[src/rtl/spim_pkg.sv]
package spim_pkg;
  typedef enum logic [1:0] {
    ST_IDLE  = 2'd0,
    ST_LEAD  = 2'd1,
    ST_SHIFT = 2'd2,
    ST_TAIL  = 2'd3
  } spim_state_t;
endpackage

[src/rtl/spim_tick.sv]
// Half-period timer: pulses tick every div+1 clocks while run is high.
module spim_tick #(
  parameter int DIV_W = 8
) (
  input  logic             clk,
  input  logic             rst,
  input  logic             run,
  input  logic [DIV_W-1:0] div,
  output logic             tick
);
  logic [DIV_W-1:0] cnt;

  assign tick = run && (cnt == div);

  always_ff @(posedge clk) begin
    if (rst || !run) cnt <= '0;
    else if (cnt == div) cnt <= '0;
    else cnt <= cnt + 1'b1;
  end
endmodule

[src/rtl/spim_shreg.sv]
// Transmit and receive shift registers, MSB first.
module spim_shreg #(
  parameter int W = 8
) (
  input  logic         clk,
  input  logic         rst,
  input  logic         load,
  input  logic [W-1:0] load_val,
  input  logic         shift_en,
  input  logic         sample_en,
  input  logic         miso,
  output logic         mosi,
  output logic [W-1:0] rx_word
);
  logic [W-1:0] sh_tx;
  logic [W-1:0] sh_rx;

  assign mosi    = sh_tx[W-1];
  assign rx_word = sh_rx;

  always_ff @(posedge clk) begin
    if (rst) begin
      sh_tx <= '0;
      sh_rx <= '0;
    end else begin
      if (load) sh_tx <= load_val;
      else if (shift_en) sh_tx <= {sh_tx[W-2:0], 1'b0};
      if (sample_en) sh_rx <= {sh_rx[W-2:0], miso};
    end
  end
endmodule

[src/rtl/spim_master.sv]
module spim_master #(
  parameter int DIV_W   = 8,
  parameter int FRAME_W = 8
) (
  input  logic               clk,
  input  logic               rst,
  input  logic [DIV_W-1:0]   cfg_div,
  input  logic               cfg_cpha,
  input  logic               cfg_sel_hi,
  input  logic [FRAME_W-1:0] tx_data,
  input  logic               tx_valid,
  input  logic               miso,
  output logic               busy,
  output logic [FRAME_W-1:0] rx_data,
  output logic               rx_done,
  output logic               sck,
  output logic               mosi,
  output logic               sel
);
  import spim_pkg::*;

  localparam int EDGES = 2 * FRAME_W;
  localparam int EW    = $clog2(EDGES + 1);
  localparam logic [EW-1:0] EDGE_FIRST = EW'(1);
  localparam logic [EW-1:0] EDGE_LAST  = EW'(EDGES);

  spim_state_t        st;
  logic               cpha_q;
  logic               selhi_q;
  logic [DIV_W-1:0]   div_q;
  logic [EW-1:0]      edge_q;
  logic               pend_vld;
  logic [FRAME_W-1:0] pend_data;
  logic [FRAME_W-1:0] rx_sh;

  logic               tick;
  logic               lead_tick, edge_evt, tail_done;
  logic [EW-1:0]      edge_nx, cur_edge;
  logic               odd_edge, sample_en, shift_en;
  logic               start, cont, load, take_pend;
  logic [FRAME_W-1:0] load_val;

  spim_tick #(.DIV_W(DIV_W)) u_tick (
    .clk  (clk),
    .rst  (rst),
    .run  (st != ST_IDLE),
    .div  (div_q),
    .tick (tick)
  );

  always_comb begin
    edge_nx   = edge_q + 1'b1;
    lead_tick = (st == ST_LEAD) && tick;
    edge_evt  = lead_tick || ((st == ST_SHIFT) && tick);
    cur_edge  = lead_tick ? EDGE_FIRST : edge_nx;
    odd_edge  = cur_edge[0];
    // Falling edges are odd, rising edges even (clock idles high).
    sample_en = edge_evt && (cpha_q ? !odd_edge : odd_edge);
    shift_en  = edge_evt && (cpha_q ? (odd_edge && cur_edge != EDGE_FIRST)
                                    : (!odd_edge && cur_edge != EDGE_LAST));
    tail_done = (st == ST_TAIL) && tick;
    start     = (st == ST_IDLE) && tx_valid;
    cont      = tail_done && cpha_q && pend_vld;
    load      = start || cont;
    load_val  = start ? tx_data : pend_data;
    take_pend = tx_valid && (st != ST_IDLE) && cpha_q && !pend_vld && !tail_done;
  end

  spim_shreg #(.W(FRAME_W)) u_shreg (
    .clk       (clk),
    .rst       (rst),
    .load      (load),
    .load_val  (load_val),
    .shift_en  (shift_en),
    .sample_en (sample_en),
    .miso      (miso),
    .mosi      (mosi),
    .rx_word   (rx_sh)
  );

  always_ff @(posedge clk) begin
    if (rst) begin
      st        <= ST_IDLE;
      sck       <= 1'b1;
      sel       <= 1'b1;
      busy      <= 1'b0;
      rx_done   <= 1'b0;
      rx_data   <= '0;
      cpha_q    <= 1'b0;
      selhi_q   <= 1'b0;
      div_q     <= '0;
      edge_q    <= '0;
      pend_vld  <= 1'b0;
      pend_data <= '0;
    end else begin
      rx_done <= 1'b0;
      if (take_pend) begin
        pend_vld  <= 1'b1;
        pend_data <= tx_data;
      end
      case (st)
        ST_IDLE: begin
          sck <= 1'b1;
          sel <= ~cfg_sel_hi;
          if (tx_valid) begin
            cpha_q  <= cfg_cpha;
            selhi_q <= cfg_sel_hi;
            div_q   <= cfg_div;
            sel     <= cfg_sel_hi;
            busy    <= 1'b1;
            st      <= ST_LEAD;
          end
        end
        ST_LEAD: begin
          if (tick) begin
            sck    <= 1'b0;
            edge_q <= EDGE_FIRST;
            st     <= ST_SHIFT;
          end
        end
        ST_SHIFT: begin
          if (tick) begin
            sck    <= ~sck;
            edge_q <= edge_nx;
            if (edge_nx == EDGE_LAST) st <= ST_TAIL;
          end
        end
        ST_TAIL: begin
          if (tick) begin
            rx_data <= rx_sh;
            rx_done <= 1'b1;
            if (cpha_q && pend_vld) begin
              pend_vld <= 1'b0;
              st       <= ST_LEAD;
            end else begin
              busy <= 1'b0;
              sel  <= ~selhi_q;
              st   <= ST_IDLE;
            end
          end
        end
        default: st <= ST_IDLE;
      endcase
    end
  end
endmodule

[config.mk]
export PLATFORM = sky130hd
export DESIGN_NAME = spim_master
export DESIGN_NICKNAME = d
export VERILOG_FILES = /design/src/rtl/spim_pkg.sv /design/src/rtl/spim_tick.sv /design/src/rtl/spim_shreg.sv /design/src/rtl/spim_master.sv
export SDC_FILE = /design/constraint.sdc
export NUM_CORES = 1
export LEC_CHECK = 0
export ABC_CLOCK_PERIOD_IN_PS = 6050
export BUFFER_PORTS_ARGS = -buffer_cell sky130_fd_sc_hd__buf_2
export CORE_ASPECT_RATIO = 1.25
export CORE_MARGIN = 2
export CORE_UTILIZATION = 35
export DETAILED_ROUTE_END_ITERATION = 10
export PLACE_DENSITY = 0.58
export SLEW_MARGIN = 25
export SYNTH_ARGS = -nofsm -noshare
export SYNTH_HDL_FRONTEND = slang
export SYNTH_SLANG_ARGS = --single-unit
[constraint.sdc]
create_clock -name clk -period 6.05 [get_ports clk]
set_input_delay 1.21 -clock clk [delete_from_list [all_inputs] [get_ports clk]]
set_output_delay 1.21 -clock clk [all_outputs]
set_load 0.03 [all_outputs]
==> results summary <==
The wire length per cell came out at 14.0 µm. The length of the first detailed-routing pass in iterations came out at 4. The transition time at the pin with the least slew margin is 0.934 ns.

The final hold violation count came out at 0. The worst reg-to-reg path cell count came out at 7. The total clock sinks came out at 62. The post-route total power came out at 1.26 mW. The via count of the first global-routing pass is roughly 2500. The number of gates resized after cts is 0. The total congestion overflow came out at 0. The total track usage is 0.155. Setup violations remaining at the end of the flow were counted as 0. The region available for standard cell placement spans 0.00824 mm². TritonCTS built the clock tree.

Derived from the worst setup path, the maximum achievable clock frequency is 0.344 GHz. The tightest hold margin came out at 0.455 ns. The depth of the worst hold-timing path came out at 2.

The initial core utilization is 0.359. In this run the post-CTS setup repair buffer count came out at 0. The prevailing post-synth register cell is sky130_fd_sc_hd__dfxtp_1. The path with the worst hold slack has its endpoint at rx_data[5]$_SDFFE_PP0N_. The CTS clock-pin slew for the worst setup and hold paths came out at around 0.070 ns.

The final clock skew came out at 0.00763 ns. The final cell utilization of the core came out at 0.409. IR analysis of the VDD net gives a maximum drop of 210 µV. The number of antenna violations at the first check in global routing is 0. The minimum setup slack in the final design is 3.14 ns. The number of vias after detailed routing is 2510.

The headroom to the max-slew limit came out at 0.377. The startpoint kind of the worst setup timing path is an input port. Row generation in the floorplan step produced 37 rows. The footprint of the flip-flops and latches came out at 0.00124 mm². The count of final max-slew check failures is 0. The post-route fraction of the period consumed by the critical path came out at 0.480. The power density over the cells came out at 373 mW/mm². The H-tree depth came out at 3. The setup check on the worst reg-to-reg path leaves a slack of 3.21 ns. The synthesis-stage register bit count is 62.

The number of warning messages in the yosys log came out at 0. The number of DRC violations after detailed-routing iteration 0 is 167. Of the cells placed in the final design, the portion with a size suffix greater than 1 is 0.173. The fraction of registers with async set or reset after synthesis came out at 0. The sequential fraction of the synthesis area is 0.419. In this run the tool buffered the top-level ports with 34 buffer cells.

The hold-fix buffer count after cts is 0. The top cell types in the final layout, fill and taps aside, are sky130_fd_sc_hd__dfxtp_1 (62), sky130_fd_sc_hd__nor2_1 (56), sky130_fd_sc_hd__nand2_1 (42). Wires add up to 6600 µm. The placer congestion estimate is between 0.7 and 0.8.

After filler insertion, the fill cell instance count of the layout stands at 843. The width of the die is between 80 and 90 µm. In the final timing run, aggregate negative setup slack is 0 ns.

The CTS buffer count is 9. The leakage component of the power came out at 1.40 nW. The half-perimeter wire length after placement came out at 4600 µm. The count of unresolved DRC violations after routing is 0. 0 antenna diodes ended up in the layout. The detail route stage leaves a number of antenna-violating nets equal to 0. Of all nets on the critical path, the largest fanout is 27. The wire length of the first global-routing pass is 11500 µm. The required time of the worst setup path is 6.25 ns. The minimum setup slack after placement came out at 2.78 ns.

Setup repair after global routing left no endpoint under its margin. The max-capacitance violation count is 0. The pin count of the biggest net entering global routing is 50. The maximum buffer depth of the clock tree came out at 2. The startpoint identified for the worst register-to-register timing path is st[0]$_SDFFE_PP0P_. The source of the worst hold timing path is rx_data[5]$_SDFFE_PP0N_. The top-level I/O count came out at 35. The post-synthesis instance area is 0.00296 mm². The clock latency of the later-clocked register in the worst-skew pair is 0.35 ns. The run finished with clean final reports. Synthesis instantiated between 50 and 60 different standard cells from the library. The worst hold path class is register to register. The count of mapped cells out of synthesis is around 350. The type of destination of the critical path is a register. Synthesis produced a netlist with a net count of about 380. The endpoint identified for the worst register-to-register timing path is u_shreg.sh_tx[7]$_SDFFE_PP0P_.

The floorplan step set the die height to 107 µm. The worst setup path is of the input port to register kind. Leaving out fill and tap cells, the most frequent cell in the layout is sky130_fd_sc_hd__dfxtp_1. The data arrival at the endpoint of the critical path is about 3.1 ns. The average vias per placed instance is 5.31. The final critical-path required period is 2.91 ns. The area of the die is 0.00921 mm². The average cell area after synthesis came out at 8.55 µm².

The number of enable flip-flop cells after synthesis is 0. The net total in the final layout is between 400 and 500. The root buffer cell chosen for the clock tree is sky130_fd_sc_hd__clkbuf_8. The combined area of the multi-input logic cells came out at 0.00161 mm². The post-synthesis to final-layout area growth came out at 13.8%.
==> per-stage QoR <==
stage | cell area, µm² | std cells
floorplan | 2960 | 346
global placement | 3170 | 457
detailed placement | 3170 | 457
CTS | 3370 | 473
global route | 3370 | 473
finish | 3370 | 473
==> report_power, final <==
group	switching, mW	internal, mW	total (mW)
Combinational	0.267	0.143	0.410
Sequential	0.0326	0.447	0.480
Clock	0.175	0.191	0.366
==> layer usage <==
layer	wire length, µm	global-route usage	up-vias
li1	-	-	1265
met1	3010	0.185	1181
met2	3220	0.261	52
met3	210	0.0316	12
met4	161	0.0837	0
met5	0	0	-
==> synthesized netlist by cell type, drive strengths merged (3+ instances only) <==
library cell	number	area share
nand3	16	0.027
clkbuf	16	0.020
o21ai	5	0.0085
ha	9	0.038
mux2i	17	0.058
nand2	42	0.053
o31ai	3	0.0076
xor2	11	0.033
xnor2	4	0.012
nand4	3	0.0085
nor2b	5	0.011
inv	7	0.0089
a21oi	26	0.044
o32ai	7	0.021
nor3	4	0.0085
o22ai	3	0.0063
o2111ai	3	0.011
buf	4	0.0068
mux2	7	0.027
dfxtp	62	0.42
and3	7	0.015
nor2	56	0.071
==> registers in the layout, indices dropped and copies added, names as in the netlist <==
| register | count |
|---|---|
| st | 2 |
| sck | 1 |
| rx_done | 1 |
| pend_data | 8 |
| rx_data | 8 |
| cpha_q | 1 |
| pend_vld | 1 |
| u_tick.cnt | 8 |
| selhi_q | 1 |
| sel | 1 |
| busy | 1 |
| u_shreg.sh_tx | 8 |
| edge_q | 5 |
| u_shreg.rx_word | 8 |
| div_q | 8 |
==> how the worst max path moves through the flow <==
stage,from,to,cells past startpoint
global placement,tx_valid,u_shreg.sh_tx[1]$_SDFFE_PP0P_,6
floorplan,tx_valid,u_shreg.sh_tx[6]$_SDFFE_PP0P_,6
global route,st[0]$_SDFFE_PP0P_,u_shreg.sh_tx[4]$_SDFFE_PP0P_,7
finish,tx_valid,u_shreg.sh_tx[7]$_SDFFE_PP0P_,6
detailed placement,tx_valid,u_shreg.sh_tx[2]$_SDFFE_PP0P_,6
CTS,tx_valid,u_shreg.sh_tx[7]$_SDFFE_PP0P_,6
==> logic make-up (layout without fill, tap and decap cells) <==
group	Yosys count	in the layout	synth area share
xor gates and xnor gates	15	15	0.0444
AOI/OAI and AO/OA	63	63	0.146
DFF	62	62	0.419
muxes	24	24	0.0841
and+or+nand+nor	146	146	0.232
adders and majority gates	9	9	0.0381
buffers and inverters	27	57	0.0359
==> layout make-up <==
type                    instances  area share
clock buffers                   9      0.0368
repair buffers                 34      0.0505
flip-flops and latches         62       0.368
inverters                       7     0.00780
multi-input cells             257       0.478
well taps                      97      0.0360
clock inverters                 7      0.0219
==> critical path, cell delays in order <==
cell and delay, ns:
sky130_fd_sc_hd__buf_2 0.13, sky130_fd_sc_hd__and2_1 0.75, sky130_fd_sc_hd__a311o_1 0.21, sky130_fd_sc_hd__a21oi_1 0.05
sky130_fd_sc_hd__a21oi_1 0.58, sky130_fd_sc_hd__o32ai_1 0.16
Note: power is estimated with default switching activity, not from simulation.
